==> src/rtl/phy_mgmt_pkg.sv <==
package phy_mgmt_pkg;
  localparam int unsigned DATA_W = 16;
  localparam int unsigned IDX_W  = 5;

  localparam logic [IDX_W-1:0] IDX_CTRL = 5'd0;
  localparam logic [IDX_W-1:0] IDX_STAT = 5'd1;
  localparam logic [IDX_W-1:0] IDX_ID_H = 5'd2;
  localparam logic [IDX_W-1:0] IDX_ID_L = 5'd3;
  localparam logic [IDX_W-1:0] IDX_ADV  = 5'd4;
  localparam logic [IDX_W-1:0] IDX_LPA  = 5'd5;

  // control bits
  localparam int unsigned CTL_SRST  = 15;
  localparam int unsigned CTL_SPD   = 13;
  localparam int unsigned CTL_ANEN  = 12;
  localparam int unsigned CTL_FDX   = 8;

  // status bits
  localparam int unsigned ST_100FD  = 14;
  localparam int unsigned ST_100HD  = 13;
  localparam int unsigned ST_10FD   = 12;
  localparam int unsigned ST_10HD   = 11;
  localparam int unsigned ST_PRSUP  = 6;
  localparam int unsigned ST_ANDONE = 5;
  localparam int unsigned ST_ANCAP  = 3;
  localparam int unsigned ST_LINK   = 2;

  // ability bits (advertisement and partner)
  localparam int unsigned AB_100FD  = 8;
  localparam int unsigned AB_100    = 7;
  localparam int unsigned AB_10FD   = 6;
  localparam int unsigned AB_10     = 5;
  localparam logic [4:0]  AB_SEL    = 5'b00001;

  localparam logic [DATA_W-1:0] CTRL_DEF =
      (16'd1 << CTL_SPD) | (16'd1 << CTL_ANEN) | (16'd1 << CTL_FDX);
  localparam logic [DATA_W-1:0] STAT_BASE =
      (16'd1 << ST_100FD) | (16'd1 << ST_100HD) | (16'd1 << ST_10FD) |
      (16'd1 << ST_10HD) | (16'd1 << ST_PRSUP) | (16'd1 << ST_ANCAP);
  localparam logic [DATA_W-1:0] STAT_UP =
      (16'd1 << ST_LINK) | (16'd1 << ST_ANDONE);
  localparam logic [DATA_W-1:0] ADV_DEF =
      (16'd1 << AB_100FD) | (16'd1 << AB_100) | (16'd1 << AB_10FD) |
      (16'd1 << AB_10) | {11'd0, AB_SEL};
  localparam logic [DATA_W-1:0] LPA_DOWN = (16'd1 << AB_100);
  localparam logic [DATA_W-1:0] LPA_UP =
      (16'd1 << AB_100FD) | (16'd1 << AB_10FD) | (16'd1 << AB_10);

  localparam logic [DATA_W-1:0] RD_FLOAT = {DATA_W{1'b1}};
endpackage

==> src/rtl/phy_mgmt_decode.sv <==
module phy_mgmt_decode
  import phy_mgmt_pkg::*;
#(
  parameter int unsigned ADDR_W   = 5,
  parameter logic [ADDR_W-1:0] PHY_ADDR = '0
) (
  input  logic [ADDR_W-1:0] phy_addr_i,
  input  logic [IDX_W-1:0]  reg_idx_i,
  input  logic              wr_i,
  input  logic              wsrst_i,
  output logic              hit_o,
  output logic              ctrl_we_o,
  output logic              adv_we_o,
  output logic              srst_o
);
  logic wr_hit;

  assign hit_o  = (phy_addr_i == PHY_ADDR);
  assign wr_hit = wr_i && hit_o;

  always_comb begin
    ctrl_we_o = 1'b0;
    adv_we_o  = 1'b0;
    srst_o    = 1'b0;
    if (wr_hit) begin
      unique case (reg_idx_i)
        IDX_CTRL: begin
          srst_o    = wsrst_i;
          ctrl_we_o = !wsrst_i;
        end
        IDX_ADV:  adv_we_o = 1'b1;
        default: ;
      endcase
    end
  end

  always_comb begin
    AST_ONE_TARGET: assert ($onehot0({ctrl_we_o, adv_we_o, srst_o}));
  end
endmodule

==> src/rtl/phy_mgmt_cfg_regs.sv <==
module phy_mgmt_cfg_regs
  import phy_mgmt_pkg::*;
(
  input  logic              clk_i,
  input  logic              rst_ni,
  input  logic              ctrl_we_i,
  input  logic              adv_we_i,
  input  logic              srst_i,
  input  logic [DATA_W-1:0] wdata_i,
  output logic [DATA_W-1:0] ctrl_o,
  output logic [DATA_W-1:0] adv_o
);
  logic [DATA_W-1:0] ctrl_q, adv_q;

  always_ff @(posedge clk_i or negedge rst_ni) begin
    if (!rst_ni) begin
      ctrl_q <= CTRL_DEF;
      adv_q  <= ADV_DEF;
    end else if (srst_i) begin
      ctrl_q <= CTRL_DEF;
      adv_q  <= ADV_DEF;
    end else begin
      if (ctrl_we_i) ctrl_q <= wdata_i & ~(16'd1 << CTL_SRST);
      if (adv_we_i)  adv_q  <= wdata_i;
    end
  end

  assign ctrl_o = ctrl_q;
  assign adv_o  = adv_q;

  AST_SRST_RELOAD: assert property (@(posedge clk_i) disable iff (!rst_ni)
    srst_i |=> (ctrl_q == CTRL_DEF) && (adv_q == ADV_DEF));
  AST_CFG_HOLD: assert property (@(posedge clk_i) disable iff (!rst_ni)
    !(ctrl_we_i || adv_we_i || srst_i) |=> $stable(ctrl_q) && $stable(adv_q));
endmodule

==> src/rtl/phy_mgmt_link_stat.sv <==
module phy_mgmt_link_stat
  import phy_mgmt_pkg::*;
(
  input  logic              clk_i,
  input  logic              rst_ni,
  input  logic              link_i,
  output logic [DATA_W-1:0] stat_o,
  output logic [DATA_W-1:0] lpa_o
);
  logic link_q;

  always_ff @(posedge clk_i or negedge rst_ni) begin
    if (!rst_ni) link_q <= 1'b0;
    else         link_q <= link_i;
  end

  assign stat_o = link_q ? (STAT_BASE | STAT_UP) : STAT_BASE;
  assign lpa_o  = link_q ? (LPA_DOWN | LPA_UP) : LPA_DOWN;
endmodule

==> src/rtl/phy_mgmt_regs.sv <==
module phy_mgmt_regs
  import phy_mgmt_pkg::*;
#(
  parameter int unsigned ADDR_W = 5,
  parameter logic [ADDR_W-1:0] PHY_ADDR = 5'd1,
  parameter logic [15:0] PHY_ID_HI = 16'h02A5,
  parameter logic [15:0] PHY_ID_LO = 16'h5C91
) (
  input  logic              clk_i,
  input  logic              rst_ni,
  input  logic [ADDR_W-1:0] phy_addr_i,
  input  logic [IDX_W-1:0]  reg_idx_i,
  input  logic [DATA_W-1:0] wdata_i,
  input  logic              rd_i,
  input  logic              wr_i,
  input  logic              link_i,
  output logic [DATA_W-1:0] rdata_o
);
  logic              hit, ctrl_we, adv_we, srst;
  logic [DATA_W-1:0] ctrl, adv, stat, lpa, rd_mux, rdata_q;

  phy_mgmt_decode #(.ADDR_W(ADDR_W), .PHY_ADDR(PHY_ADDR)) u_dec (
    .phy_addr_i (phy_addr_i),
    .reg_idx_i  (reg_idx_i),
    .wr_i       (wr_i),
    .wsrst_i    (wdata_i[CTL_SRST]),
    .hit_o      (hit),
    .ctrl_we_o  (ctrl_we),
    .adv_we_o   (adv_we),
    .srst_o     (srst)
  );

  phy_mgmt_cfg_regs u_cfg (
    .clk_i     (clk_i),
    .rst_ni    (rst_ni),
    .ctrl_we_i (ctrl_we),
    .adv_we_i  (adv_we),
    .srst_i    (srst),
    .wdata_i   (wdata_i),
    .ctrl_o    (ctrl),
    .adv_o     (adv)
  );

  phy_mgmt_link_stat u_lnk (
    .clk_i  (clk_i),
    .rst_ni (rst_ni),
    .link_i (link_i),
    .stat_o (stat),
    .lpa_o  (lpa)
  );

  always_comb begin
    if (!hit) rd_mux = RD_FLOAT;
    else begin
      unique case (reg_idx_i)
        IDX_CTRL: rd_mux = ctrl;
        IDX_STAT: rd_mux = stat;
        IDX_ID_H: rd_mux = PHY_ID_HI;
        IDX_ID_L: rd_mux = PHY_ID_LO;
        IDX_ADV:  rd_mux = adv;
        IDX_LPA:  rd_mux = lpa;
        default:  rd_mux = '0;
      endcase
    end
  end

  always_ff @(posedge clk_i or negedge rst_ni) begin
    if (!rst_ni)   rdata_q <= '0;
    else if (rd_i) rdata_q <= rd_mux;
  end

  assign rdata_o = rdata_q;

  AST_MISS_FLOAT: assert property (@(posedge clk_i) disable iff (!rst_ni)
    (rd_i && (phy_addr_i != PHY_ADDR)) |=> rdata_o == 16'hFFFF);
  AST_ID_CONST: assert property (@(posedge clk_i) disable iff (!rst_ni)
    (rd_i && hit && reg_idx_i == IDX_ID_H) |=> rdata_o == PHY_ID_HI);
  AST_RD_HOLD: assert property (@(posedge clk_i) disable iff (!rst_ni)
    !rd_i |=> $stable(rdata_o));
  AST_LPA_TRACK: assert property (@(posedge clk_i) disable iff (!rst_ni)
    stat[ST_LINK] == (lpa == (LPA_DOWN | LPA_UP)));
endmodule

==> config.mk <==
export PLATFORM = sky130hd
export DESIGN_NAME = phy_mgmt_regs
export DESIGN_NICKNAME = d
export VERILOG_FILES = /design/src/rtl/phy_mgmt_pkg.sv /design/src/rtl/phy_mgmt_decode.sv /design/src/rtl/phy_mgmt_cfg_regs.sv /design/src/rtl/phy_mgmt_link_stat.sv /design/src/rtl/phy_mgmt_regs.sv
export SDC_FILE = /design/constraint.sdc
export NUM_CORES = 1
export LEC_CHECK = 0
export CORE_MARGIN = 10
export CORE_UTILIZATION = 57
export DETAILED_ROUTE_END_ITERATION = 8
export DONT_BUFFER_PORTS = 1
export PLACE_DENSITY = 0.84
export SYNTH_ARGS = -nofsm -noshare
export SYNTH_HDL_FRONTEND = slang
export SYNTH_HIERARCHICAL = 1
export SYNTH_SLANG_ARGS = --single-unit
==> constraint.sdc <==
create_clock -name clk_i -period 1.07 [get_ports clk_i]
set_input_delay 0.107 -clock clk_i [delete_from_list [all_inputs] [get_ports clk_i]]
set_output_delay 0.107 -clock clk_i [all_outputs]
set_load 0.03 [all_outputs]
**Word-level counts from Yosys, hierarchy flattened**

Cells that the tools add are included.

- Bits in registers: 49
- Bits of input ports: 31
- Output and inout port bits: 16
- Word-level logic and storage cells: 29

- Reductions and logical operators: 5
- Mux-type cells: 14
- Equality and inequality tests: 6

Operators with widths:

| kind | number |
|---|---|
| $pmux 16 s6 | 1 |
| $mux 16 | 5 |
| $eq 5x1->1 const B | 2 |
| $eq 5x2->1 const B | 2 |
| $eq 5x3->1 const B | 2 |
| $mux 9 | 1 |
| $mux 1 | 6 |
| $mux 6 | 1 |
| $logic_not 5->1 | 1 |
| $reduce_bool 2->1 | 2 |
| $logic_and 1x1->1 | 1 |
| $logic_not 1->1 | 1 |

**Logic depth before layout (Yosys ltp)**

- Depth in word-level cells: 5
- Mapped depth: 6
- Depth with buffers taken out: 5

**Hierarchy**

Netlist, hierarchy kept.

Modules (own cells, without submodules):

| module | cells an instance | times used | sequential area each (µm²) | area each (µm²) |
|---|---|---|---|---|
| phy_mgmt_cfg_regs | 102 | 1 | 785.8 | 1302.5 |
| phy_mgmt_regs | 99 | 1 | 400.4 | 1082.3 |
| phy_mgmt_link_stat | 35 | 1 | 25.0 | 272.8 |
| phy_mgmt_decode | 9 | 1 | 0.0 | 77.6 |

**Worst setup path after synthesis**

OpenSTA, ideal clock, no wires.

- Path kind: input port to flip-flop
- Start: input port phy_addr_i[4]
- End: register u_cfg.adv_q[10], in the netlist u_cfg/adv_o[10]
- Buffers on the path: 2
- Required time: 0.938 ns
- Path slack: -0.670 ns
- Stages on the path: 6
- Data arrival time: 1.608 ns
- Setup time: 0.132 ns
- Cell sequence: or4b_4 > nor4_1 > buf_6 > buf_12 > mux2i_1 > nor2_1

- Cells in the longest elaborated chain, start to end: 4
- Elaborated cells on any way between the ends: 6
- Those cells by class: eq/ne: 1; mux: 3; reduce/logical: 2

RTL lines:

| what | RTL line | RTL |
|---|---|---|
| from (decl) | phy_mgmt_regs.sv:11 | `input logic [ADDR_W-1:0] phy_addr_i,` |
| $eq 5x1->1 | phy_mgmt_decode.sv:18 | `assign hit_o = (phy_addr_i == PHY_ADDR);` |
| $logic_and 1x1->1 | phy_mgmt_decode.sv:19 | `assign wr_hit = wr_i && hit_o;` |
| $mux 1 | phy_mgmt_decode.sv:25 | `if (wr_hit) begin` |
| named net adv_we | phy_mgmt_regs.sv:19 | `logic hit, ctrl_we, adv_we, srst;` |
| $reduce_bool 2->1 (no line) | -- |  |
| to (signal assigned) | phy_mgmt_cfg_regs.sv:24 | `if (adv_we_i) adv_q <= wdata_i;` |
| to (decl) | phy_mgmt_cfg_regs.sv:13 | `logic [DATA_W-1:0] ctrl_q, adv_q;` |

The timed path passes the listed nets, and every way through them passes these cells.
A chain may end at the register's enable or synchronous reset.

**Final worst setup path**

- Start: input port phy_addr_i[4]
- End: register u_cfg.ctrl_q[6], in the netlist u_cfg/ctrl_o[6]

- Cells in the longest elaborated chain, start to end: 4
- Elaborated cells on any way between the ends: 6
- Those cells by class: eq/ne: 1; mux: 3; reduce/logical: 2

RTL lines:

| what | RTL line | RTL |
|---|---|---|
| $eq 5x1->1 | phy_mgmt_decode.sv:18 |  |
| $logic_and 1x1->1 | phy_mgmt_decode.sv:19 |  |
| $mux 1 | phy_mgmt_decode.sv:25 |  |
| named net ctrl_we | phy_mgmt_regs.sv:19 |  |
| $reduce_bool 2->1 (no line) | -- |  |
| to (signal assigned) | phy_mgmt_cfg_regs.sv:23 | `if (ctrl_we_i) ctrl_q <= wdata_i & ~(16'd1 << CTL_SRST);` |
| to (decl) | phy_mgmt_cfg_regs.sv:13 |  |

The timed path passes the listed nets, and every way through them passes these cells.

==> run metrics <==
status=finished, violations left; violations in the final reports=hold timing, setup timing; dpl ws=-0.589 ns; share of Yosys cell area claimed by the top area cell type=0.366; GR Overflow Total=0; Req. time, crit path=about 1.3 ns; Slew Limit Headroom=0.530; I/O pin cnt=47; Clock Latency Late Sink=approximately 0.3 ns; routed vias=1916; GP Congestion=0.745; crit share post-route=1.30; Peak supply drop=between 0.9 and 1 mV; drt total wl=around 6600 µm; Final Util=0.709; clock sinks=48; root buffer cell=clkbuf_8; synthesized area per cell=between 10 and 15 µm²; Worst Setup SP=phy_addr_i[4]; Final ANT Viol Nets=0; Crit path max-delay family=simple AND/OR/NAND/NOR gates; Tot Pwr=about 3.5 mW; worst path cell trace=or4b_4 -> nor4_4 -> buf_6 -> clkbuf_16 -> mux2i_1 -> nor2_1; die area=between 7000 and 8000 µm²; # diodes=0; PortBufs=0; Reg clk slew, reported paths=approximately 0.090 ns; Unique masters post-synth=28; Post-Syn Area=about 2700 µm²; number of synthesized flops with an enable pin=0; DRT Pass-1 Iters=4; largest net degree at the start of global routing=49; Vias/cell=about 5.7; Worst Skew=approximately 0.0064 ns; fraction of layout cells with a size suffix above 1=0.246; Final WS setup=-0.318 ns; drc violations=0; Synth Register Bits=48; r2r endpoint=rdata_o[5]$_DFFE_PN0P_; area leader, netlist=dfrtp_1; worst min path class=in2async; Max Cap Violations=0; chip height=between 80 and 90 µm; Crit Path Class=in2reg; Final Slew Violations=0; min cycle time layout=between 1 and 1.5 ns; register area share after synthesis=0.443; end of the critical path=u_cfg/ctrl_o[6]$_DFFE_PN0P_; initial antenna violation count=0; Core Area=4690 µm²; fraction of registers with async set or reset after synthesis=1.00; synth warn=6; FF-to-FF Start=u_lnk/link_q$_DFF_PN0_; R2R Setup Slk=0.05 ns; H-Tree Depth=2; synth cell count leaders=mux2i_1 (55), dfrtp_1 (40), buf_4 (33); Cells after Synth=~250; total CTS buffers=5; first-pass GRT wire length=approximately 9500 µm; Die W=just under 90 µm; Static Leak=1.51 nW; Critical Path AT=1.58 ns; Hold Vio Cnt, Final=48; Starting Density=0.583; TritonCTS clock tree=done; CP Buf/Inv Count=2; fmax=720 MHz; Area Growth Syn to Fin=21.5%; Iter 0 DRT Violations=between 100 and 150; Slew @ Worst Pin=~0.71 ns; Avg WL per Cell=approximately 20 µm; critical path's slowest cell=or4b_4; ys flop type=dfrtp_1; PD cells=around 1000 nW/µm²; synth top area cells=dfrtp_1 (37%), mux2i_1 (20%), buf_4 (9.1%); RSZ-0062 raised after global routing=true; setup tns final=-10.14 ns; floorplan row count=25; nets=~320; CP Launch Type=input port; Post-DP HPWL=around 4000 µm; Hold Slack=-0.512 ns; Setup Viol. Count Final=46; CP Depth=6; dominant cell by count in the synthesized netlist=mux2i_1; Reg2Reg Depth=3; Longest Clk Path Bufs=2; crit path max fanout=7; fill count=320; vias in the first global route=between 1500 and 2000; kind of end point of the critical path=register; Total GRT Usage=0.159; slowest stage delay, CP=roughly 0.57 ns
[per-layer routing]
| layer | wire length [µm] | vias to the layer above | share of wire | global-route usage |
|---|---|---|---|---|
| li1 | - | 897 | - | - |
| met4 | 142 | 0 | 0.022 | 0.0665 |
| met1 | 2690 | 946 | 0.41 | 0.172 |
| met5 | 0 | - | 0 | 0 |
| met2 | 3320 | 61 | 0.50 | 0.279 |
| met3 | 455 | 12 | 0.069 | 0.0483 |
[final cells by class]
cell class                      count  area [µm²]  share of cell area
Clock buffer                        6        72.6              0.0218
Clock inverter                      2        35.0              0.0105
Inverter                            1        3.75             0.00113
Multi-Input combinational cell    171        1330               0.401
Sequential cell                    48        1210               0.364
Tap cell                           54        67.6              0.0203
Timing Repair Buffer               57         602               0.181
[sequential cells by signal, summed over array words and instances, names as in the netlist]
register      cells
rdata_o          16
u_cfg/adv_o      16
u_cfg/ctrl_o     15
u_lnk/link_q      1
[layout by cell type (no fill, tap or decap), types with 2 or more instances in the layout]
| master | instances |
|---|---|
| or3b_2 | 2 |
| and2b_1 | 2 |
| nor2_1 | 24 |
| nor2b_1 | 4 |
| dfrtp_1 | 40 |
| dlygate4sd3_1 | 17 |
| clkbuf_8 | 5 |
| or4_1 | 2 |
| buf_6 | 5 |
| a211o_1 | 8 |
| buf_4 | 27 |
| or4b_1 | 2 |
| nor2b_2 | 2 |
| dfstp_2 | 8 |
| nor4_4 | 3 |
| o22ai_1 | 15 |
| buf_12 | 3 |
| clkbuf_16 | 4 |
| mux2i_1 | 54 |
| conb_1 | 28 |
| o21bai_4 | 2 |
| o22a_1 | 15 |
[power breakdown]
part	switching, mW	leakage, nW	internal [mW]
logic	0.148	0.893	0.165
clock network	0.575	0.0552	0.693
registers	0.0203	0.558	1.85
total	0.744	1.51	2.71
[how the worst min path moves through the flow]
stage / end / cells after the start
global route: rdata_o[3]$_DFFE_PN0P_ / 0
floorplan: rdata_o[0]$_DFFE_PN0P_ / 0
global placement: u_cfg/ctrl_o[3]$_DFFE_PN0P_ / 0
finish: rdata_o[3]$_DFFE_PN0P_ / 0
detailed placement: rdata_o[6]$_DFFE_PN0P_ / 0
CTS: u_cfg/ctrl_o[1]$_DFFE_PN0P_ / 0
[kinds of logic (layout without fill, tap and decap cells)]
family / count (synthesis) / after routing / synth area share
and+or+nand+nor: 47 / 47 / 0.0951
buffers and inverters: 51 / 66 / 0.140
muxes: 55 / 55 / 0.201
AOI/OAI and AO/OA: 41 / 41 / 0.117
DFF: 48 / 48 / 0.443
other: 3 / 28 / 0.00412
[per-stage QoR]
stage	cells	instance area, µm²
floorplan	270	2860
global placement	303	2820
detailed placement	303	2820
CTS	328	3100
global route	339	3320
finish	339	3320
[repair_timing]
item | CTS | global route
endpoints found under the setup margin | 46 | 47
hold endpoints to repair | 93 | 50
cloned | 0 | 5
hold buffers | 17 | 1
setup buffers | 0 | 5
pin swaps | 0 | 8
resized for setup | 1 | 15
Power figures use the tool's default switching activity.
